### src/rtl/tdm_slot_pkg.sv
package tdm_slot_pkg;
    localparam int SLOT_W = 6;
    localparam int BOFF_W = 3;
    localparam int BYTE_W = 2 ** BOFF_W;
    localparam int IDX_W  = SLOT_W + BOFF_W + 1;

    typedef struct packed {
        logic [SLOT_W-1:0] slot;
        logic [SLOT_W-1:0] ts_off;
        logic [BOFF_W-1:0] bit_off;
        logic              edge_inv;
    } dir_cfg_t;

    // first bit time of the selected slot, counted from the frame start
    function automatic logic [IDX_W-1:0] slot_base(dir_cfg_t c);
        return IDX_W'({c.ts_off, c.bit_off}) + IDX_W'({c.slot, {BOFF_W{1'b0}}});
    endfunction

    function automatic logic in_slot(logic [IDX_W-1:0] idx, dir_cfg_t c);
        logic [IDX_W-1:0] base;
        logic [IDX_W-1:0] rel;
        base = slot_base(c);
        rel  = idx - base;
        return (idx >= base) && (rel < IDX_W'(BYTE_W));
    endfunction

    function automatic logic [BOFF_W-1:0] slot_bit(logic [IDX_W-1:0] idx, dir_cfg_t c);
        logic [IDX_W-1:0] rel;
        rel = idx - slot_base(c);
        return rel[BOFF_W-1:0];
    endfunction
endpackage

### src/rtl/tdm_edge_sync.sv
module tdm_edge_sync (
    input  logic clk,
    input  logic rst_n,
    input  logic hw_clk,
    input  logic hw_fs,
    input  logic hw_rxd,
    output logic rise_stb,
    output logic fall_stb,
    output logic fs_s,
    output logic rxd_s
);
    typedef struct packed {
        logic clk1;
        logic clk2;
        logic fs1;
        logic rx1;
    } sync_t;

    sync_t q, d;

    always_comb begin
        d      = q;
        d.clk1 = hw_clk;
        d.clk2 = q.clk1;
        d.fs1  = hw_fs;
        d.rx1  = hw_rxd;
    end

    always_ff @(posedge clk or negedge rst_n) begin
        if (!rst_n) q <= '0;
        else        q <= d;
    end

    assign rise_stb = q.clk1 & ~q.clk2;
    assign fall_stb = ~q.clk1 & q.clk2;
    assign fs_s     = q.fs1;
    assign rxd_s    = q.rx1;
endmodule

### src/rtl/tdm_frame_timer.sv
module tdm_frame_timer
    import tdm_slot_pkg::*;
(
    input  logic             clk,
    input  logic             rst_n,
    input  logic             hw_en,
    input  logic             fs_pol,
    input  logic             rise_stb,
    input  logic             fs_s,
    output logic [IDX_W-1:0] idx_q,
    output logic [IDX_W-1:0] idx_nxt,
    output logic             lock_q,
    output logic             lock_nxt
);
    typedef struct packed {
        logic [IDX_W-1:0] idx;
        logic             lock;
        logic             fs_prev;
    } timer_t;

    timer_t q, d;
    logic   fs_act;

    always_comb begin
        d      = q;
        fs_act = (fs_s == fs_pol);
        if (!hw_en) d.lock = 1'b0;
        if (rise_stb) begin
            if (hw_en && fs_act && !q.fs_prev) begin
                d.idx  = '0;
                d.lock = 1'b1;
            end else if (!(&q.idx)) begin
                d.idx = q.idx + 1'b1;
            end
            d.fs_prev = fs_act;
        end
    end

    always_ff @(posedge clk or negedge rst_n) begin
        if (!rst_n) q <= '0;
        else        q <= d;
    end

    assign idx_q    = q.idx;
    assign idx_nxt  = d.idx;
    assign lock_q   = q.lock;
    assign lock_nxt = d.lock;


    idx_hold_chk: assert property (@(posedge clk) disable iff (!rst_n)
        !rise_stb |=> $stable(idx_q));


    idx_step_chk: assert property (@(posedge clk) disable iff (!rst_n)
        rise_stb |=> (idx_q == '0) || (idx_q == $past(idx_q) + 1'b1) || (&idx_q));
endmodule

### src/rtl/tdm_slot_tx.sv
module tdm_slot_tx
    import tdm_slot_pkg::*;
(
    input  logic              clk,
    input  logic              rst_n,
    input  logic              hw_en,
    input  logic              rise_stb,
    input  logic              fall_stb,
    input  dir_cfg_t          cfg,
    input  logic [IDX_W-1:0]  idx_nxt,
    input  logic              lock_nxt,
    input  logic [BYTE_W-1:0] tx_byte,
    output logic              txd,
    output logic              txd_oe,
    output logic              tx_ack
);
    typedef struct packed {
        logic [BYTE_W-1:0] hold;
        logic              txd;
        logic              oe;
        logic              ack;
    } tx_t;

    tx_t               q, d;
    logic              stb;
    logic [BOFF_W-1:0] pos;

    always_comb begin
        d     = q;
        d.ack = 1'b0;
        stb   = cfg.edge_inv ? fall_stb : rise_stb;
        pos   = slot_bit(idx_nxt, cfg);
        if (!hw_en) begin
            d.oe  = 1'b0;
            d.txd = 1'b0;
        end else if (stb) begin
            if (lock_nxt && in_slot(idx_nxt, cfg)) begin
                d.oe = 1'b1;
                if (pos == '0) begin
                    d.hold = tx_byte;
                    d.txd  = tx_byte[BYTE_W-1];
                    d.ack  = 1'b1;
                end else begin
                    d.txd = q.hold[BOFF_W'(BYTE_W-1) - pos];
                end
            end else begin
                d.oe  = 1'b0;
                d.txd = 1'b0;
            end
        end
    end

    always_ff @(posedge clk or negedge rst_n) begin
        if (!rst_n) q <= '0;
        else        q <= d;
    end

    assign txd    = q.txd;
    assign txd_oe = q.oe;
    assign tx_ack = q.ack;


    tx_off_when_disabled_chk: assert property (@(posedge clk) disable iff (!rst_n)
        !hw_en |=> !txd_oe && !tx_ack);


    tx_launch_edge_chk: assert property (@(posedge clk) disable iff (!rst_n)
        (hw_en && !stb) |=> $stable(txd) && $stable(txd_oe));
endmodule

### src/rtl/tdm_slot_rx.sv
module tdm_slot_rx
    import tdm_slot_pkg::*;
(
    input  logic              clk,
    input  logic              rst_n,
    input  logic              hw_en,
    input  logic              rise_stb,
    input  logic              fall_stb,
    input  logic              rxd_s,
    input  dir_cfg_t          cfg,
    input  logic [IDX_W-1:0]  idx_q,
    input  logic              lock_q,
    output logic [BYTE_W-1:0] rx_byte,
    output logic              rx_valid
);
    typedef struct packed {
        logic [BYTE_W-1:0] shreg;
        logic [BYTE_W-1:0] data;
        logic              valid;
    } rx_t;

    rx_t  q, d;
    logic stb;

    always_comb begin
        d       = q;
        d.valid = 1'b0;
        stb     = cfg.edge_inv ? rise_stb : fall_stb;
        if (hw_en && stb && lock_q && in_slot(idx_q, cfg)) begin
            d.shreg = {q.shreg[BYTE_W-2:0], rxd_s};
            if (slot_bit(idx_q, cfg) == BOFF_W'(BYTE_W-1)) begin
                d.data  = {q.shreg[BYTE_W-2:0], rxd_s};
                d.valid = 1'b1;
            end
        end
    end

    always_ff @(posedge clk or negedge rst_n) begin
        if (!rst_n) q <= '0;
        else        q <= d;
    end

    assign rx_byte  = q.data;
    assign rx_valid = q.valid;


    rx_single_pulse_chk: assert property (@(posedge clk) disable iff (!rst_n)
        rx_valid |=> !rx_valid);


    rx_byte_hold_chk: assert property (@(posedge clk) disable iff (!rst_n)
        !rx_valid |-> $stable(rx_byte));


    rx_after_sample_chk: assert property (@(posedge clk) disable iff (!rst_n)
        rx_valid |-> $past(stb) && $past(hw_en));
endmodule

### src/rtl/tdm_slot_access.sv
module tdm_slot_access
    import tdm_slot_pkg::*;
(
    input  logic              clk,
    input  logic              rst_n,
    input  logic              hw_en,
    input  logic              fs_pol,
    input  logic              hw_clk,
    input  logic              hw_fs,
    input  logic              hw_rxd,
    input  logic [SLOT_W-1:0] tx_slot,
    input  logic [SLOT_W-1:0] tx_ts_off,
    input  logic [BOFF_W-1:0] tx_bit_off,
    input  logic              tx_edge_inv,
    input  logic [SLOT_W-1:0] rx_slot,
    input  logic [SLOT_W-1:0] rx_ts_off,
    input  logic [BOFF_W-1:0] rx_bit_off,
    input  logic              rx_edge_inv,
    input  logic [BYTE_W-1:0] tx_byte,
    output logic              tx_ack,
    output logic [BYTE_W-1:0] rx_byte,
    output logic              rx_valid,
    output logic              hw_txd,
    output logic              hw_txd_oe
);
    logic             rise_stb, fall_stb, fs_s, rxd_s;
    logic [IDX_W-1:0] idx_q, idx_nxt;
    logic             lock_q, lock_nxt;
    dir_cfg_t         tx_cfg, rx_cfg;

    assign tx_cfg = '{slot: tx_slot, ts_off: tx_ts_off, bit_off: tx_bit_off, edge_inv: tx_edge_inv};
    assign rx_cfg = '{slot: rx_slot, ts_off: rx_ts_off, bit_off: rx_bit_off, edge_inv: rx_edge_inv};

    tdm_edge_sync u_sync (
        .clk      (clk),
        .rst_n    (rst_n),
        .hw_clk   (hw_clk),
        .hw_fs    (hw_fs),
        .hw_rxd   (hw_rxd),
        .rise_stb (rise_stb),
        .fall_stb (fall_stb),
        .fs_s     (fs_s),
        .rxd_s    (rxd_s)
    );

    tdm_frame_timer u_timer (
        .clk      (clk),
        .rst_n    (rst_n),
        .hw_en    (hw_en),
        .fs_pol   (fs_pol),
        .rise_stb (rise_stb),
        .fs_s     (fs_s),
        .idx_q    (idx_q),
        .idx_nxt  (idx_nxt),
        .lock_q   (lock_q),
        .lock_nxt (lock_nxt)
    );

    tdm_slot_tx u_tx (
        .clk      (clk),
        .rst_n    (rst_n),
        .hw_en    (hw_en),
        .rise_stb (rise_stb),
        .fall_stb (fall_stb),
        .cfg      (tx_cfg),
        .idx_nxt  (idx_nxt),
        .lock_nxt (lock_nxt),
        .tx_byte  (tx_byte),
        .txd      (hw_txd),
        .txd_oe   (hw_txd_oe),
        .tx_ack   (tx_ack)
    );

    tdm_slot_rx u_rx (
        .clk      (clk),
        .rst_n    (rst_n),
        .hw_en    (hw_en),
        .rise_stb (rise_stb),
        .fall_stb (fall_stb),
        .rxd_s    (rxd_s),
        .cfg      (rx_cfg),
        .idx_q    (idx_q),
        .lock_q   (lock_q),
        .rx_byte  (rx_byte),
        .rx_valid (rx_valid)
    );


    oe_starts_with_ack_chk: assert property (@(posedge clk) disable iff (!rst_n)
        (hw_txd_oe && !$past(hw_txd_oe)) |-> tx_ack);


    txd_quiet_chk: assert property (@(posedge clk) disable iff (!rst_n)
        !hw_txd_oe |-> !hw_txd);
endmodule

### config.mk
export PLATFORM = sky130hd
export DESIGN_NAME = tdm_slot_access
export DESIGN_NICKNAME = d
export VERILOG_FILES = /design/src/rtl/tdm_slot_pkg.sv /design/src/rtl/tdm_edge_sync.sv /design/src/rtl/tdm_frame_timer.sv /design/src/rtl/tdm_slot_tx.sv /design/src/rtl/tdm_slot_rx.sv /design/src/rtl/tdm_slot_access.sv
export SDC_FILE = /design/constraint.sdc
export NUM_CORES = 1
export LEC_CHECK = 0
export BUFFER_PORTS_ARGS = -buffer_cell sky130_fd_sc_hd__clkbuf_2
export CAP_MARGIN = 20
export CORE_UTILIZATION = 35
export CTS_BUF_LIST = sky130_fd_sc_hd__clkbuf_16
export DETAILED_ROUTE_END_ITERATION = 12
export GPL_TIMING_DRIVEN = 1
export SLEW_MARGIN = 20
export SYNTH_ARGS = -nofsm -noshare
export SYNTH_HDL_FRONTEND = slang
export SYNTH_HIERARCHICAL = 1
export SYNTH_SLANG_ARGS = --single-unit
### constraint.sdc
create_clock -name clk -period 4.6 [get_ports clk]
set_clock_uncertainty 0.2 [all_clocks]
set_input_delay 0 -clock clk [delete_from_list [all_inputs] [get_ports clk]]
set_output_delay 0 -clock clk [all_outputs]
set_load 0.01 [all_outputs]
==> flow_metrics.env, run 1 <==
export IMPL_core_area_mm2=0.00942
export IMPL_htreeDepth=2
export IMPL_wirelength_um=7420
export IMPL_m1WireLength_um=3570
export IMPL_worstHoldEndpoint="u_rx/rx_valid"
export IMPL_hold_viol_final=0
export IMPL_critical_path_class="reg -> reg"
export IMPL_multi_input_area_mm2=0.00214
export IMPL_critPathMaxFanout=7
export IMPL_dp_hpwl_um=5860
export IMPL_nets=492
export IMPL_clk_path_buf_depth=2
export IMPL_crit_required_ps=4570
export IMPL_synth_area_leader_cell="dfrtp_1"
export IMPL_groute_usage_overall_pct=15.3
export IMPL_synth_seq_area_share_pct=30.4
export IMPL_wl_per_cell_um=13.8
export IMPL_final_util_pct=43.1
export IMPL_gp_congestion=0.947
export IMPL_p_per_area_mw_per_mm2=403
export IMPL_finalSetupTns_ps=0
export IMPL_grt_overflow_total=0
export IMPL_cts_num_sinks=42
export IMPL_vdd_ir_drop_worst_mv=0.202
export IMPL_ys_flop_type="dfrtp_1"
export IMPL_regArea_mm2=0.00105
export IMPL_start_util_pct=36.7
export IMPL_syn_nets=433
export IMPL_setup_slack_ps=309
export IMPL_final_layout_size_suffix_gt1_share_pct=27.4
export IMPL_ctsRootBufferMaster="clkbuf_16"
export IMPL_synth_top_area_share_pct=30.4
export IMPL_met3_length_um=286
export IMPL_cts_tree="done"
export IMPL_hold_path_startpoint="rx_bit_off[1]"
export IMPL_fin_crit_sh_pct=93.3
export IMPL_antenna_found_initial=0
export IMPL_diodes=0
export IMPL_reg2reg_slack_ps=310
export IMPL_firstDrtPassIters=4
export IMPL_relSlewSlack_pct=37.3
export IMPL_first_iter_violations=147
export IMPL_dp_cells=514
export IMPL_n_fill_cell=927
export IMPL_tightest_slew_ps=941
export IMPL_timing_rr_start="u_timer/idx_q[0]"
export IMPL_crit_path_end_kind="flip-flop"
export IMPL_grt_pass1_wl_um=12500
export IMPL_status="finished, final reports clean"
export IMPL_finalCriticalPeriod_ps=4290
export IMPL_hold_ws_ps=88.4
export IMPL_place_ws_ps=145
export IMPL_die_w_um=101
export IMPL_hold_depth=5
export IMPL_start_kind="flip-flop"
export IMPL_insertion_delay_ps=290
export IMPL_cts_buffers=5
export IMPL_rows=35
export IMPL_cp_data_arrival_time_ps=4260
export IMPL_rr_endpoint="u_tx/q[9]"
export IMPL_cts_clk_slew_worst_paths_ps=70
export IMPL_synth_most_common_cell="dfrtp_1"
export IMPL_slew_violations=0
export IMPL_hold_path_class="in -> reg"
export IMPL_grt_max_degree=43
export IMPL_die_y_um=101
export IMPL_top_level_ports=59
export IMPL_grt_pass1_vias=2747
export IMPL_synth_async_sr_flop_share_pct=100
export IMPL_power_leakage_uw=0.00193
export IMPL_avgSynthCellArea_um2=9.91
export IMPL_ys_top_cells_by_area="dfrtp_1, ha_1, mux2_2"
export IMPL_netlist_area_mm2=0.00346
export IMPL_io_buffers=58
export IMPL_area_growth_pct=17.4
export IMPL_drc=0
export IMPL_synth_edf_count=0
export IMPL_top_layer="met4"
export IMPL_synthCells=349
export IMPL_routed_via_count=2810
export IMPL_drv_cap=0
export IMPL_synth_distinct_cells=62
export IMPL_r2r_cells=15
export IMPL_final_setup_viol_count=0
export IMPL_max_freq_mhz=233
export IMPL_stdcell_count=538
export IMPL_ys_seq_elements=42
export IMPL_ant_nets=0
export IMPL_synthTopCellsByCount="dfrtp_1, ha_1, a21oi_1"
export IMPL_die_area_mm2=0.0103
export IMPL_routed_wl_met2_um=3470
export IMPL_rsz0062_at_grt="false"
export IMPL_ys_warnings_count=6
export IMPL_viasPerCell=5.22
==> layout by cell type (no fill, tap or decap), types with 3 or more instances in the layout <==
master / count
mux2i_1: 3
nor3_1: 5
clkbuf_2: 57
o21bai_1: 6
mux2_4: 7
dlygate4sd3_1: 16
inv_1: 24
a21oi_1: 28
a21o_1: 8
mux2_2: 17
xor2_1: 5
o21ai_0: 10
fa_1: 4
nand2_1: 17
nand2b_1: 6
ha_1: 32
nor2b_1: 4
dfrtp_1: 41
nand4_1: 5
o31ai_1: 5
nor2_1: 19
xnor2_1: 12
nand3_1: 11
a31oi_1: 4
clkbuf_16: 5
==> per-stage QoR <==
step / power, uW / cell area [um^2]
global route: 1770 / 4060
global placement: 1250 / 3750
CTS: 1640 / 4060
floorplan: 1130 / 3460
detailed placement: 1260 / 3750
finish: 1640 / 4060
==> final cells by class <==
type | instances | area share, %
inverters | 24 | 2.22
repair buffers | 76 | 11.5
clock inverters | 3 | 0.585
well taps | 129 | 3.97
multi-input cells | 259 | 52.8
flip-flops and latches | 42 | 25.9
clock buffers | 5 | 3.08
==> flip-flops by register name, summed over array words and instances (netlist names) <==
register,count
u_rx/q,7
u_rx/rx_byte,8
u_rx/rx_valid,1
u_sync/d,1
u_sync/fs_s,1
u_sync/q,1
u_sync/rxd_s,1
u_timer/idx_q,10
u_timer/lock_q,1
u_timer/q,1
u_tx/q,7
u_tx/tx_ack,1
u_tx/txd,1
u_tx/txd_oe,1
==> how the worst max path moves through the flow <==
stage / startpoint / to / slack [ps] / depth (start not counted)
floorplan: u_timer/idx_q[0] / u_tx/q[3] / 680 / 16
global placement: u_timer/idx_q[1] / u_tx/q[7] / 290 / 15
detailed placement: u_timer/idx_q[1] / u_tx/q[3] / 140 / 15
CTS: u_timer/idx_q[1] / u_tx/q[9] / 130 / 15
global route: u_timer/idx_q[0] / u_tx/q[6] / 20 / 15
finish: u_timer/idx_q[0] / u_tx/q[9] / 310 / 15
==> worst max-delay path, stage by stage (launching register included) <==
cell,delay (ps)
dfrtp_1,440
ha_2,270
and4_2,280
nand3_1,80
and3_1,210
mux2_2,270
inv_1,70
ha_1,160
inv_1,50
fa_1,410
a21o_1,180
a2111oi_1,380
o21ai_1,120
a211o_1,280
and4b_4,440
mux2_4,320
==> power by group <==
| part | internal [uW] | switching, uW | leakage (uW) | total (uW) |
|---|---|---|---|---|
| combinational | 341 | 468 | 0.00130 | 809 |
| clock | 203 | 161 | 0.0000664 | 364 |
| sequential | 403 | 61.2 | 0.000563 | 464 |
==> cells by family (layout without fill, tap and decap cells) <==
| logic type | Yosys count | in the layout | synth area share, % |
|---|---|---|---|
| xor+xnor | 17 | 17 | 4.30 |
| compound gates | 87 | 87 | 17.3 |
| flops | 42 | 42 | 30.4 |
| buf+inv | 48 | 108 | 7.81 |
| mux | 31 | 31 | 11.4 |
| fa+ha+maj | 37 | 37 | 14.2 |
| simple gates | 87 | 87 | 14.6 |
==> layer usage <==
metal  vias to the layer above  GRT usage [%]
met5                         -              0
met4                         0           4.01
met3                        10           2.55
met2                        77           25.2
met1                      1344           20.8
li1                       1379              -
==> what timing repair did <==
| action | 4_1_cts | 5_1_grt |
|---|---|---|
| endpoints found under the hold margin | 57 | 0 |
| setup buffers | 0 | 0 |
| hold buffers | 16 | 0 |
| resized for setup | 0 | 4 |
| setup endpoints to repair | 0 | 7 |
Note: power is estimated with default switching activity, not from simulation.
==> run 2: changes to the inputs <==
--- a/config.mk
+++ b/config.mk
@@ -8,7 +8,6 @@
 export BUFFER_PORTS_ARGS = -buffer_cell sky130_fd_sc_hd__clkbuf_2
 export CAP_MARGIN = 20
 export CORE_UTILIZATION = 35
-export CTS_BUF_LIST = sky130_fd_sc_hd__clkbuf_16
 export DETAILED_ROUTE_END_ITERATION = 12
 export GPL_TIMING_DRIVEN = 1
 export SLEW_MARGIN = 20
==> run 2 against run 1 <==
  * Register-to-register slack is essentially flat
  * Fmax down 0.11%
  * Sequential power barely moved
  * Hold slack worse by 27 ps
  * Global-route usage fell by 0.086 points
  * First-iteration DRC count down 3.4%
  * Die area is the same
  * Cell count is the same
  * Flip-flop and latch count is the same
  * Critical endpoint unchanged
  * Utilization fell by 0.60 points
  * Clock-buffer cell count stayed put
  * Wire length down 0.54%
==> flow_metrics.env, run 2 (synthesized netlist as in run 1, its figures left out) <==
export IMPL_final_layout_size_suffix_gt1_share_pct=27.4
export IMPL_cts_clk_slew_worst_paths_ps=90
export IMPL_largest_reg_flops=10
export IMPL_htreeDepth=2
export IMPL_stdcell_count=538
export IMPL_clockPowerShare_pct=16.9
export IMPL_finalSetupTns_ps=0
export IMPL_critical_path_class="reg -> reg"
export IMPL_groute_usage_overall_pct=15.2
export IMPL_final_cell_mix="clkbuf_2, dfrtp_1, ha_1, a21oi_1, inv_1"
export IMPL_p_sw_uw=678
export IMPL_dp_cells=514
export IMPL_cp_data_arrival_time_ps=4280
export IMPL_first_iter_violations=142
export IMPL_wirelength_um=7380
export IMPL_start_kind="flip-flop"
export IMPL_die_area_mm2=0.0103
export IMPL_grt_overflow_total=0
export IMPL_clk_path_buf_depth=2
export IMPL_grt_pass1_wl_um=12400
export IMPL_crit_path_cell_trace="ha_2 > and4_2 > nand3_1 > and3_1 > mux2_2 > inv_1 > ha_1 > inv_1 > fa_1 > a21o_1 > a2111oi_1 > o21ai_1 > a211o_1 > and4b_4 > mux2_4"
export IMPL_vdd_ir_drop_worst_mv=0.188
export IMPL_p_int_uw=853
export IMPL_critPathMaxStageDelay_ps=450
export IMPL_critPathMaxFanout=7
export IMPL_status="finished, final reports clean"
export IMPL_cts_num_sinks=42
export IMPL_hold_viol_final=0
export IMPL_routed_wl_met2_um=3460
export IMPL_power_leakage_uw=0.00191
export IMPL_firstDrtPassIters=4
export IMPL_fin_area_mm2=0.00401
export IMPL_max_freq_mhz=233
export IMPL_nets=492
export IMPL_gp_congestion=0.947
export IMPL_seq_power_share_pct=30.3
export IMPL_die_y_um=101
export IMPL_p_total_uw=1530
export IMPL_cp_buffers_inverters=2
export IMPL_switching_share_pct=44.3
export IMPL_finalCriticalPeriod_ps=4300
export IMPL_rows=35
export IMPL_drc=0
export IMPL_final_setup_viol_count=0
export IMPL_ant_nets=0
export IMPL_cts_tree="done"
export IMPL_io_buffers=58
export IMPL_crit_path_end_kind="flip-flop"
export IMPL_start_util_pct=36.7
export IMPL_tightest_slew_ps=934
export IMPL_p_per_area_mw_per_mm2=382
export IMPL_path_delay_family="simple AND/OR/NAND/NOR gates"
export IMPL_met3_length_um=290
export IMPL_final_common_cell="clkbuf_2"
export IMPL_cp_slowest_cell="dfrtp_1"
export IMPL_fin_crit_sh_pct=93.4
export IMPL_relSlewSlack_pct=37.8
export IMPL_wl_per_cell_um=13.7
export IMPL_post_dp_cell_area_mm2=0.00375
export IMPL_insertion_delay_ps=310
export IMPL_grt_pass1_vias=2750
export IMPL_diodes=0
export IMPL_top_level_ports=59
export IMPL_slew_violations=0
export IMPL_core_area_mm2=0.00942
export IMPL_cts_setup_buffers=0
export IMPL_die_w_um=101
export IMPL_drv_cap=0
export IMPL_power_frac_comb_pct=52.8
export IMPL_m1WireLength_um=3550
export IMPL_grt_max_degree=43
export IMPL_antenna_found_initial=0
export IMPL_critical_path_top_cell_by_count="inv_1"
export IMPL_ctsRootBufferMaster="clkbuf_8"
export IMPL_top_layer="met4"
export IMPL_routed_via_count=2805
export IMPL_dp_hpwl_um=5860
export IMPL_crit_required_ps=4590
export IMPL_hold_path_class="in -> reg"
export IMPL_area_growth_pct=15.8
export IMPL_viasPerCell=5.21
export IMPL_cts_buffers=5
export IMPL_rsz0062_at_grt="false"
[run 2: what timing repair did]
item,4_1_cts,5_1_grt
gates resized for setup,0,4
endpoints found under the hold margin,57,0
endpoints found under the setup margin,0,7
hold buffers,16,0
[run 2: layout make-up]
class / count / area [um^2]
Clock buffer: 5 / 68.8
Clock inverter: 3 / 23.8
Fill cell: 933 / 5410
Inverter: 24 / 90.1
Multi-Input combinational cell: 259 / 2140
Sequential cell: 42 / 1050
Tap cell: 129 / 161
Timing Repair Buffer: 76 / 465
[run 2: per-stage QoR]
step,hold slack [ps],utilization [%],setup slack [ps]
after floorplan,-496,-,681
after global placement,-88.2,39.8,287
after CTS,62.8,42.5,114
final,61.9,42.6,304
after global routing,92.6,42.6,13.8
after detailed placement,-86.8,39.8,145
[run 2: final timing paths]
kind / slack (ps) / cells past startpoint / to / start
worst min-delay path: 60 / 5 / u_rx/rx_valid / rx_bit_off[1]
worst min register to register: 200 / 0 / u_sync/q[2] / u_sync/d[2]
max in group asynchronous: 3390 / 2 / u_timer/idx_q[1] / rst_n
worst max-delay path: 300 / 15 / u_tx/q[9] / u_timer/idx_q[0]
worst max register to register: 300 / 15 / u_tx/q[9] / u_timer/idx_q[0]
min in group asynchronous: 160 / 2 / u_rx/rx_byte[4] / rst_n
[run 2: power groups by stage]
| stage | Sequential (uW) | Clock, uW | Combinational, uW |
|---|---|---|---|
| after floorplan | 445 | 0 | 685 |
| after global placement | 466 | 0 | 783 |
| after detailed placement | 469 | 0 | 787 |
| after CTS | 461 | 266 | 802 |
| after global routing | 472 | 285 | 903 |
| final | 464 | 258 | 809 |
[run 2: metal layers]
metal | vias to the layer above | track usage [%]
met4 | 0 | 4.68
met5 | - | 0
met3 | 6 | 1.93
met1 | 1349 | 20.5
li1 | 1376 | -
met2 | 74 | 25.3
[run 2: worst min-delay path, cell delays in order]
cell,delay (ps)
clkbuf_2,110
fa_1,230
nor3_1,80
nand3_1,80
nor2_1,40
